`src/rtl/ts_sync_locker.sv`:
```
module ts_sync_locker #(
  parameter logic [7:0] SYNC       = 8'h47,
  parameter int         LEN_A      = 188,
  parameter int         LEN_B      = 204,
  parameter int         LOCK_HITS  = 5,
  parameter int         FIFO_DEPTH = 16
) (
  input  logic                          clk,
  input  logic                          rst_n,
  input  logic                          ser_bit,
  input  logic                          ser_valid,
  input  logic                          rd_en,
  output logic                          rd_valid,
  output logic [7:0]                    rd_data,
  output logic                          rd_sop,
  output logic                          locked,
  output logic [$clog2(LEN_B+1)-1:0]    pkt_len,
  output logic                          sync_lost
);
  localparam int CW = $clog2(LEN_B + 1);
  localparam int HW = $clog2(LOCK_HITS + 1);
  localparam int AW = (FIFO_DEPTH > 1) ? $clog2(FIFO_DEPTH) : 1;

  typedef enum logic [1:0] {HUNT, CHECK, LOCK} state_t;

  state_t        st;
  logic [7:0]    shreg;
  logic [2:0]    bcnt;
  logic [CW-1:0] idx;
  logic [CW-1:0] len;
  logic [HW-1:0] hits;

  wire [7:0]    nxt       = {shreg[6:0], ser_bit};
  wire          is_sync   = (nxt == SYNC);
  wire          byte_done = ser_valid && (bcnt == 3'd7);
  wire [CW-1:0] nidx      = idx + 1'b1;
  wire          at_a      = (len == '0) && (nidx == CW'(LEN_A));
  wire          at_b      = (len == '0) && (nidx == CW'(LEN_B));
  wire          at_len    = (len != '0) && (nidx == len);
  wire          boundary  = at_len || at_b || (at_a && is_sync);
  wire          accept    = byte_done && boundary && is_sync;
  wire          last_hit  = (hits == HW'(LOCK_HITS - 1));
  wire [CW-1:0] new_len   = at_a ? CW'(LEN_A) : (at_b ? CW'(LEN_B) : len);

  wire wr_req = (st == CHECK && accept && last_hit) ||
                (st == LOCK && byte_done && (!boundary || is_sync));

  always_ff @(posedge clk) begin
    if (!rst_n) begin
      st        <= HUNT;
      shreg     <= '0;
      bcnt      <= '0;
      idx       <= '0;
      len       <= '0;
      hits      <= '0;
      sync_lost <= 1'b0;
    end else begin
      sync_lost <= 1'b0;
      if (ser_valid) shreg <= nxt;
      case (st)
        HUNT: if (ser_valid && is_sync) begin
          st   <= CHECK;
          bcnt <= '0;
          idx  <= '0;
          len  <= '0;
          hits <= HW'(1);
        end
        CHECK: if (ser_valid) begin
          bcnt <= bcnt + 1'b1;
          if (byte_done) begin
            if (!boundary) idx <= nidx;
            else if (is_sync) begin
              idx  <= '0;
              len  <= new_len;
              hits <= hits + 1'b1;
              if (last_hit) st <= LOCK;
            end else begin
              st  <= HUNT;
              len <= '0;
            end
          end
        end
        LOCK: if (ser_valid) begin
          bcnt <= bcnt + 1'b1;
          if (byte_done) begin
            if (!boundary) idx <= nidx;
            else if (is_sync) idx <= '0;
            else begin
              st        <= HUNT;
              len       <= '0;
              sync_lost <= 1'b1;
            end
          end
        end
        default: st <= HUNT;
      endcase
    end
  end

  assign locked  = (st == LOCK);
  assign pkt_len = locked ? len : '0;

  logic [8:0]  mem [FIFO_DEPTH];
  logic [AW-1:0] wptr, rptr;
  logic [AW:0]   cnt;

  wire do_wr = wr_req && (cnt != (AW+1)'(FIFO_DEPTH));
  wire do_rd = rd_en && (cnt != '0);

  always_ff @(posedge clk) begin
    if (do_wr) mem[wptr] <= {boundary, nxt};
  end

  always_ff @(posedge clk) begin
    if (!rst_n) begin
      wptr <= '0;
      rptr <= '0;
      cnt  <= '0;
    end else begin
      if (do_wr) wptr <= (wptr == AW'(FIFO_DEPTH - 1)) ? '0 : wptr + 1'b1;
      if (do_rd) rptr <= (rptr == AW'(FIFO_DEPTH - 1)) ? '0 : rptr + 1'b1;
      case ({do_wr, do_rd})
        2'b10:   cnt <= cnt + 1'b1;
        2'b01:   cnt <= cnt - 1'b1;
        default: cnt <= cnt;
      endcase
    end
  end

  assign rd_valid = (cnt != '0);
  assign {rd_sop, rd_data} = mem[rptr];
endmodule

```
`config.mk`:
```
export PLATFORM = sky130hd
export DESIGN_NAME = ts_sync_locker
export DESIGN_NICKNAME = d
export VERILOG_FILES = /design/src/rtl/ts_sync_locker.sv
export SDC_FILE = /design/constraint.sdc
export NUM_CORES = 1
export LEC_CHECK = 0
export BUFFER_PORTS_ARGS = -buffer_cell sky130_fd_sc_hd__buf_2
export CELL_PAD_IN_SITES_DETAIL_PLACEMENT = 1
export CELL_PAD_IN_SITES_GLOBAL_PLACEMENT = 1
export CORE_MARGIN = 1.5
export CORE_UTILIZATION = 45
export CTS_BUF_LIST = sky130_fd_sc_hd__clkbuf_16
export CTS_CLUSTER_DIAMETER = 40
export DETAILED_ROUTE_END_ITERATION = 6
export PLACE_DENSITY = 0.81
export REMOVE_ABC_BUFFERS = 1
export SETUP_SLACK_MARGIN = 0.3
export SLEW_MARGIN = 40
export SYNTH_ARGS = -nofsm -noshare
export SYNTH_HDL_FRONTEND = slang
export SYNTH_SLANG_ARGS = --single-unit
```
`constraint.sdc`:
```
create_clock -name clk -period 3.4 [get_ports clk]
set_input_delay 0.68 -clock clk [delete_from_list [all_inputs] [get_ports clk]]
set_output_delay 0.68 -clock clk [all_outputs]
set_load 0.01 [all_outputs]
```
==> reports/metrics.yaml, run 1 <==
status:
  outcome: "complete, but fails checks"
  failed_checks: "setup timing"
global_routing:
  grt_antenna_before_repair: 0
  grt_max_degree: 37
  overflow: 0
  grt_pass1_vias: 5653
  grt_usage_pct: 22.0
  grt_pass1_wl_um: 32000
setup_path:
  crit_fanout: 5
  r2r_cells: 19
  startpoint_type: "flip-flop"
  endpoint: "cnt[4]"
  worst-path-buf-inv: 5
  crit-reg2reg-capture: "cnt[4]"
  arrival_ns: 3.85
  path_cells: "ha_4, buf_6, buf_6, nand2_1, o22ai_1, nor2_1, o31ai_2, nand4_1, a221oi_4, inv_2, ha_4, inv_4, fa_2, inv_2, a21o_1, a21oi_2, xnor2_1, or3_1, a21oi_2"
  path_delay_family: "compound AO/OA/AOI/OAI gates"
  crit_path_start: "idx[0]"
  endpoint_kind: "flip-flop"
  path_class: "reg2reg"
  r2r_setup_slack_ns: -0.09
  required_ns: 3.76
  cp_slowest_stage_delay_ns: 0.40
  slowest_stage: "o31ai_2"
  r2r-start: "idx[0]"
  path_depth: 19
cells_and_area:
  multi_input_area_um2: 3130
  register_area_um2: 5220
  finalNonFillerCells: 901
  num-fill-cells: 1755
  num_antenna_cells: 0
  area_growth_pct: 20.7
  drive_above_1_share_pct: 35.0
  post-route-util_pct: 56.0
  fin_nets: 684
route:
  ant_nets: 0
  drt_wl_total_um: 20800
  wl_per_cell_um: 23.1
  drt_iter0_drc: 240
  firstDrtPassIters: 5
  vias: 5245
  drc: 0
  viasPerCell: 5.82
place:
  gp_congestion: 0.857
  io_buffers: 22
  hpwl_um: 13500
  dp_cells: 854
  dpl_worst_slack_ns: -0.374
timing:
  clock.fmax_mhz: 287
  worst_clock_skew_ns: 0.0114
  post-route-min-period_ns: 3.49
  final_hold_viol_count: 0
  slew_headroom_pct: 51.0
  slew_viol_final: 0
  grt_setup_unrepaired: "yes"
  timing.final.ws_setup_ns: -0.0898
  setup_violations: 2
  fin_crit_sh_pct: 103
  tightestPinTransition_ns: 0.734
yosys:
  syn_area_um2: 8440
  netlist.area_leader.share_pct: 51.2
  ys_top_cells_by_count: "edfxtp_1 (144), mux4_2 (45), dfxtp_1 (44)"
  yosysMostFrequentCell: "edfxtp_1"
  ys_seq_area_share_pct: 61.6
  ys_top_cells_by_area: "edfxtp_1 (51%), mux4_2 (12%), dfxtp_1 (10%)"
  synthDistinctLibCells: 73
  synth_ff_type: "edfxtp_1"
  synth_edf_count: 144
  yosys_warnings: 0
  yosysTopAreaCell: "edfxtp_1"
  synth_area_per_cell_um2: 14.8
  syn_inst: 571
  synthArstFlopShare_pct: 0
  ys_seq_elements: 188
power:
  irDropWorstVdd_v: 0.000352
  cellLeakagePower_nw: 3.48
  power_density_nw_per_um2: 439
  finalPower_mw: 4.47
floorplan:
  core.rowCount: 49
  ios: 25
  dieHeight_um: 140
  floorplan.die_area_um2: 19600
  initial_core_util_pct: 46.4
  fp.coreArea_um2: 18200
  die-width_um: 140
clocking:
  clkTransAtPathRegs_ns: 0.07
  insertion_delay_ns: 0.43
  cts.sinks: 188
  clk_path_buf_depth: 2
  root_buffer: "clkbuf_16"
  numCtsBuffers: 17
  cts_tree: "yes"
  hold_buffers: 0
  h-tree-depth: 4
flow_run:
  maxCapViolations: 0
worst_hold_path:
  hold_path.class: "reg2reg"
worst min path at each step:
stage                 start  endpoint  slack [ns]  cells after the start
floorplan           bcnt[1]   bcnt[1]        0.45                      2
global placement    bcnt[2]   bcnt[2]        0.46                      2
detailed placement  bcnt[2]   bcnt[2]        0.48                      2
CTS                 bcnt[2]   bcnt[2]        0.49                      2
global route        hits[1]   hits[1]        0.53                      2
finish              hits[1]   hits[1]        0.49                      2
placed cells by master, fill, tap and decap left out, types with 3 or more instances in the layout:
cell and n:
mux4_2 45, and3_1 15, and2_1 12, nor2b_1 5, dfxtp_4 3, nand2_1 31, edfxtp_1 144, nand2b_1 7
buf_2 22, xnor2_1 3, mux2i_1 18, nor3_1 4, nand3_2 3, nor2_1 32, nand4_1 5, ha_4 4
a21oi_1 19, a21o_1 3, buf_6 7, ha_1 15, or3_1 6, a31oi_1 5, inv_1 19, inv_2 3
clkbuf_16 17, a21oi_2 3, a32o_1 3, xor2_1 3, o21ai_0 10, buf_12 9, buf_4 68, nand3_1 8
inv_6 4, dfxtp_1 39
tightest hold or removal path, stage by stage (launching register included):
cell	delay [ns]
dfxtp_1	0.33
nand2_1	0.06
mux2i_1	0.06
logic make-up after synthesis:
family / Yosys count / synth area share, %
other: 1 / 0.0444
multiplexers: 66 / 14.5
buffers and inverters: 60 / 3.13
adder cells (fa/ha/maj): 20 / 3.05
AND/OR/NAND/NOR: 150 / 9.63
flip-flops: 188 / 61.6
XOR/XNOR: 7 / 0.726
AO/OA/AOI/OAI: 79 / 7.25
final cells by class:
| type | instances | share of cell area, % |
|---|---|---|
| multi-input combinational | 324 | 30.7 |
| timing repair buffer | 106 | 8.63 |
| sequential | 188 | 51.2 |
| inverter | 22 | 0.835 |
| tap | 229 | 2.81 |
| clock inverter | 15 | 1.61 |
| clock buffer | 17 | 4.17 |
metal layers:
layer  routed length (um)  GRT usage, %  part of all wire (%)
met5                    0             0                     0
met4                  284          6.20                   1.4
met3                  688          4.82                   3.3
met2                11600          41.1                    56
met1                 8260          25.4                    40
what timing repair did:
action	CTS	global route
gates resized for setup	33	11
pin swaps	21	15
buffers inserted	10	4
setup endpoints to repair	7	141
gates cloned	1	0
metrics by stage:
step           setup TNS, ns  cell area [um^2]  hold slack (ns)
2_1_floorplan         -36.06              8270            0.453
3_3_place_gp          -0.157              9290            0.463
3_5_place_dp          -0.540              9290            0.480
4_1_cts              -0.0753             10100            0.490
5_1_grt               -0.416             10200            0.532
6_report             -0.0986             10200            0.493
power by group:
group	internal (mW)	total (mW)	leakage [nW]	switching (mW)
clock network	1.10	1.99	0.288	0.889
logic	0.00854	0.0379	1.55	0.0294
registers	2.45	2.45	1.64	0.000920
total	3.55	4.47	3.48	0.919
state kept, by name (all words and copies together) (netlist names), named ones only:
register and flops:
sync_lost 1, hits 3, wptr 4, len 3
rptr 4, st 2, mem 144, shreg 7
idx 8, bcnt 3, cnt 5
Note: power is estimated with default switching activity, not from simulation.
==> run 2: changes to the inputs <==
Settings changed: ABC_CLOCK_PERIOD_IN_PS set to 3400, BUFFER_PORTS_ARGS -buffer_cell sky130_fd_sc_hd__buf_2 to unset, DONT_BUFFER_PORTS set to 1, PLACE_DENSITY 0.81 to 0.8.
==> reports/metrics.yaml, run 2 (synthesized netlist as in run 1, its figures left out) <==
power:
  irDropWorstVdd_v: 0.000322  # -8.6%
  pwr-share-comb_pct: 0.5  # -0.3 points
  power_density_nw_per_um2: 430  # -1.9%
  p_clk_share_pct: 44.0  # -0.4 points
  finalPower_mw: 4.41  # -1.2%
  p_int_mw: 3.54  # -0.39%
  cellLeakagePower_nw: 3.38  # -2.9%
  seqPwrFrac_pct: 55.4  # +0.7 points
  p_sw_share_pct: 19.9  # -0.68 points
  p_sw_uw: 878  # -4.5%
timing:
  slew_viol_final: 0  # unchanged
  grt_setup_unrepaired: "yes"
  worst_clock_skew_ns: 0.0143  # +0.00287 ns
  clock.fmax_mhz: 284  # -0.90%
  holdWs_ns: 0.352  # -0.141 ns
  tightestPinTransition_ns: 0.762  # +0.0278 ns
  final_hold_viol_count: 0  # unchanged
  post-route-min-period_ns: 3.52  # +0.0318 ns
  timing.final.ws_setup_ns: -0.122  # -0.0318 ns
  slew_headroom_pct: 49.1  # -1.9 points
  setup_violations: 1  # -1
  fin_crit_sh_pct: 104  # +0.94 points
clocking:
  h-tree-depth: 4  # unchanged
  cts_tree: "yes"
  clkTransAtPathRegs_ns: 0.07  # about the same
  numCtsBuffers: 17  # unchanged
  hold_buffers: 0  # unchanged
  insertion_delay_ns: 0.42  # about the same
  root_buffer: "clkbuf_16"
  cts.sinks: 188  # unchanged
  clk_path_buf_depth: 2  # unchanged
floorplan:
  dieHeight_um: 140  # unchanged
  ios: 25  # unchanged
  die-width_um: 140  # unchanged
  initial_core_util_pct: 46.4  # unchanged
  fp.coreArea_um2: 18200  # unchanged
  core.rowCount: 49  # unchanged
  floorplan.die_area_um2: 19600  # unchanged
route:
  top_layer: "met4"
  firstDrtPassIters: 4  # -1
  wl_per_cell_um: 24.1  # +4.5%
  drt_iter0_drc: 321  # +34%
  viasPerCell: 5.93  # +1.9%
  wl_met3_um: 768  # +12%
  drc: 0  # unchanged
  drt_wl_total_um: 21300  # +2.6%
  wl_met1_um: 8380  # +1.4%
  ant_nets: 0  # unchanged
  vias: 5250  # +0.095%
  dr_wl_met2_um: 11700  # +1.4%
setup_path:
  startpoint_type: "flip-flop"
  endpoint_kind: "flip-flop"
  crit_fanout: 4  # -1
  arrival_ns: 3.87  # +0.02 ns
  required_ns: 3.74  # -0.02 ns
  path_class: "reg2reg"
cells_and_area:
  num_antenna_cells: 0  # unchanged
  largest_register: "mem"
  drive_above_1_share_pct: 35.8  # +0.85 points
  area_growth_pct: 21.5
  register_area_um2: 5220  # about the same
  largest_register_ffs: 144  # unchanged
  largest_registers: "mem: 144 flops, idx: 8 flops, shreg: 7 flops"
  num-fill-cells: 1725  # -1.7%
  layout_commonest_cell: "edfxtp_1"
  multi_input_area_um2: 3280  # +4.8%
  layout_common_cells: "edfxtp_1 (144), buf_4 (61), mux4_2 (45)"
  fin_nets: 668  # -2.3%
global_routing:
  grt_usage_pct: 22.4  # +0.37 points
  grt_max_degree: 37  # unchanged
  grt_pass1_vias: 5763  # +1.9%
  grt_antenna_before_repair: 0  # unchanged
  overflow: 0  # unchanged
  grt_pass1_wl_um: 33100  # +3.3%
flow_run:
  maxCapViolations: 0  # unchanged
status:
  failed_checks: "setup timing"
  outcome: "complete, but fails checks"
worst_hold_path:
  hold_path.class: "in2reg"
place:
  io_buffers: 0  # -100%
  hpwl_um: 13200  # -2.5%
  gp_congestion: 0.828  # -3.5%
run 2: cell count changes in the layout (fill, tap and decap cells not counted), moves of 5 or more:
cell / change
buf_2: -21
and3_4: +21
buf_4: -7
and3_1: -14
buf_12: -5
buf_8: +8
run 2: repair_timing:
action / 4_1_cts / 5_1_grt
buffers inserted: 10 / 9
setup endpoints to repair: 85 / 138
pin swaps: 12 / 6
gates resized for setup: 83 / 21
gates cloned: 11 / 1
run 2: per-stage QoR:
stage / TNS (ns) / cells / worst slack (ns) / utilization (%) / instance area (um^2)
3_3_place_gp: -0.0795 / 822 / -0.0795 / 49.5 / 9010
5_1_grt: -0.899 / 885 / -0.277 / 56.3 / 10300
2_1_floorplan: -36.06 / 534 / -1.01 / - / 8270
4_1_cts: -0.0618 / 875 / -0.0618 / 55.3 / 10100
3_5_place_dp: -0.537 / 822 / -0.370 / 49.5 / 9010
6_report: -0.122 / 885 / -0.122 / 56.3 / 10300
run 2: worst max-delay path: stages, from the launching register on:
cell	delay, ns
dfxtp_4	0.38
ha_4	0.17
nand3_2	0.09
or3_4	0.40
o211a_4	0.16
a311oi_4	0.26
nand4_1	0.19
a221oi_4	0.34
inv_2	0.10
ha_4	0.20
inv_4	0.06
fa_2	0.20
inv_2	0.03
a21o_1	0.18
a21oi_2	0.14
xnor2_1	0.09
or3_1	0.33
a21oi_2	0.13
run 2: final cells by class:
type                       count  area share [%]
sequential                   188            50.9
clock inverter                15            1.45
clock buffer                  17            4.15
multi-input combinational    331            32.0
tap                          229            2.79
inverter                      22           0.829
timing repair buffer          83            7.90
run 2: metal layers:
layer	vias up	GRT usage [%]
li1	2352	-
met1	2730	25.7
met2	133	42.5
met3	35	3.49
met4	0	7.48
met5	-	0
run 2: worst paths after layout:
path | startpoint | end | slack, ns | cells after the start
worst max-delay path | idx[1] | cnt[4] | -0.12 | 17
worst min-delay path | ser_bit | mem[8][0] | 0.35 | 0
worst max register to register | idx[1] | cnt[4] | -0.12 | 17
worst min register to register | bcnt[2] | bcnt[2] | 0.50 | 2
run 2: power by group through the flow:
stage / combinational, mW / sequential (mW) / clock (mW)
after global routing: 0.0260 / 2.45 / 2.04
after CTS: 0.0234 / 2.45 / 1.96
after floorplan: 0.00993 / 2.50 / 0
final: 0.0239 / 2.45 / 1.94
after detailed placement: 0.0231 / 2.50 / 0
after global placement: 0.0210 / 2.50 / 0
==> run 3: changes to the inputs <==
Settings changed: CTS_BUF_LIST sky130_fd_sc_hd__clkbuf_16 to unset.
==> reports/metrics.yaml, run 3 (synthesized netlist as in run 1, its figures left out) <==
status:
  outcome: "complete, but fails checks"
  failed_checks: "setup timing"
route:
  drt_wl_total_um: 21400  # +0.24%
  viasPerCell: 5.94  # about the same
  vias: 5255  # +0.095%
  drt_iter0_drc: 324  # +0.93%
  wl_per_cell_um: 24.2  # +0.24%
  ant_nets: 0  # unchanged
  drc: 0  # unchanged
  firstDrtPassIters: 4  # unchanged
timing:
  slew_headroom_pct: 49.2  # +0.061 points
  timing.final.ws_setup_ns: -0.122  # +0.00000500 ns
  slew_viol_final: 0  # unchanged
  post-route-min-period_ns: 3.52  # -0.00000500 ns
  final_hold_viol_count: 0  # unchanged
  fin_crit_sh_pct: 104  # about the same
  grt_setup_unrepaired: "yes"
  clock.fmax_mhz: 284  # unchanged
  setup_violations: 1  # unchanged
  setup_tns_ns: -0.122  # +0.00000500 ns
  worst_clock_skew_ns: 0.0145  # +0.000200 ns
  tightestPinTransition_ns: 0.761  # -0.000921 ns
cells_and_area:
  area_growth_pct: 21.5  # unchanged
  fin_nets: 668  # unchanged
  layout_commonest_cell: "edfxtp_1"
  largest_register_ffs: 144  # unchanged
  largest_register: "mem"
  largest_registers: "mem: 144 flops, idx: 8 flops, shreg: 7 flops"
  layout_common_cells: "edfxtp_1 (144), buf_4 (61), mux4_2 (45)"
  drive_above_1_share_pct: 35.8  # unchanged
  num-fill-cells: 1725  # unchanged
  num_antenna_cells: 0  # unchanged
flow_run:
  maxCapViolations: 0  # unchanged
place:
  hpwl_um: 13200  # unchanged
  io_buffers: 0  # unchanged
  dpl_worst_slack_ns: -0.370  # unchanged
  gp_congestion: 0.828  # unchanged
worst_hold_path:
  hold_path.class: "in2reg"
clocking:
  insertion_delay_ns: 0.42  # about the same
  cts_tree: "yes"
  clkTransAtPathRegs_ns: 0.07  # about the same
  numCtsBuffers: 17  # unchanged
  cts.sinks: 188  # unchanged
  clk_path_buf_depth: 2  # unchanged
  hold_buffers: 0  # unchanged
  h-tree-depth: 4  # unchanged
  root_buffer: "clkbuf_16"
power:
  p_sw_uw: 877  # about the same
  power_density_nw_per_um2: 431  # +0.13%
  pwr-share-comb_pct: 0.5  # about the same
  seqPwrFrac_pct: 55.4  # about the same
  p_sw_share_pct: 19.8  # -0.034 points
  cellLeakagePower_nw: 3.37  # -0.25%
  p_int_mw: 3.54  # +0.17%
  p_clk_share_pct: 44.1  # about the same
  irDropWorstVdd_v: 0.000321  # about the same
floorplan:
  core.rowCount: 49  # unchanged
  die-width_um: 140  # unchanged
  ios: 25  # unchanged
  floorplan.die_area_um2: 19600  # unchanged
  fp.coreArea_um2: 18200  # unchanged
  initial_core_util_pct: 46.4  # unchanged
  dieHeight_um: 140  # unchanged
setup_path:
  arrival_ns: 3.87  # about the same
  crit_fanout: 4  # unchanged
  path_class: "reg2reg"
  worst-path-buf-inv: 3  # unchanged
  slowest_stage: "or3_4"
  cp_slowest_stage_delay_ns: 0.40  # about the same
  required_ns: 3.74  # about the same
  startpoint_type: "flip-flop"
  endpoint_kind: "flip-flop"
  path_cells: "ha_4, nand3_2, or3_4, o211a_4, a311oi_4, nand4_1, a221oi_4, inv_2, ha_4, inv_4, fa_2, inv_2, a21o_1, a21oi_2, xnor2_1, or3_1, a21oi_2"
  path_delay_family: "compound AO/OA/AOI/OAI gates"
global_routing:
  grt_pass1_vias: 5763  # unchanged
  grt_antenna_before_repair: 0  # unchanged
  grt_pass1_wl_um: 33100  # unchanged
  overflow: 0  # unchanged
  grt_usage_pct: 22.4  # unchanged
  grt_max_degree: 37  # unchanged
run 3: cell types whose count changed in the layout (fill, tap and decap cells not counted), sizes merged:
| cell | delta |
|---|---|
| clkbuf | +2 |
| inv | -2 |
run 3: timing repair:
| action | CTS | global route |
|---|---|---|
| cloned | 11 | 1 |
| buffers inserted | 10 | 9 |
| pin swaps | 12 | 6 |
| gates resized for setup | 83 | 21 |
| endpoints found under the setup margin | 85 | 138 |
run 3: through the flow:
| stage | instances | power, mW | cell area (um^2) | util, % | hold slack (ns) |
|---|---|---|---|---|---|
| 2_1_floorplan | 534 | 2.51 | 8270 | - | 0.453 |
| 3_3_place_gp | 822 | 2.52 | 9010 | 49.5 | 0.463 |
| 3_5_place_dp | 822 | 2.52 | 9010 | 49.5 | 0.484 |
| 4_1_cts | 875 | 4.43 | 10100 | 55.3 | 0.340 |
| 5_1_grt | 885 | 4.52 | 10300 | 56.3 | 0.340 |
| 6_report | 885 | 4.42 | 10300 | 56.3 | 0.352 |
run 3: routing by layer:
layer	vias to the layer above	track usage (%)	wire length (um)
met3	35	3.49	723
met1	2743	25.7	8460
li1	2352	-	-
met4	0	7.48	465
met2	125	42.5	11700
met5	-	0	0
run 3: worst paths after layout:
path,startpoint,endpoint,slack (ns),cells past startpoint
max,idx[1],cnt[4],-0.12,17
min,ser_bit,mem[8][0],0.35,0
max reg2reg,idx[1],cnt[4],-0.12,17
min reg2reg,bcnt[2],bcnt[2],0.50,2
run 3: power by group through the flow:
stage               logic (mW)  registers (mW)  clock network, mW
detailed placement      0.0231            2.50                  0
finish                  0.0238            2.45               1.95
global route            0.0260            2.45               2.05
floorplan              0.00993            2.50                  0
CTS                     0.0234            2.45               1.96
global placement        0.0210            2.50                  0
run 3: final cells by class:
type | count | area [um^2] | share of cell area (%)
Tap cell | 229 | 287 | 2.79
Clock inverter | 13 | 141 | 1.38
Timing Repair Buffer | 83 | 811 | 7.90
Clock buffer | 19 | 433 | 4.22
Multi-Input combinational cell | 331 | 3280 | 32.0
Inverter | 22 | 85.1 | 0.829
Sequential cell | 188 | 5220 | 50.9
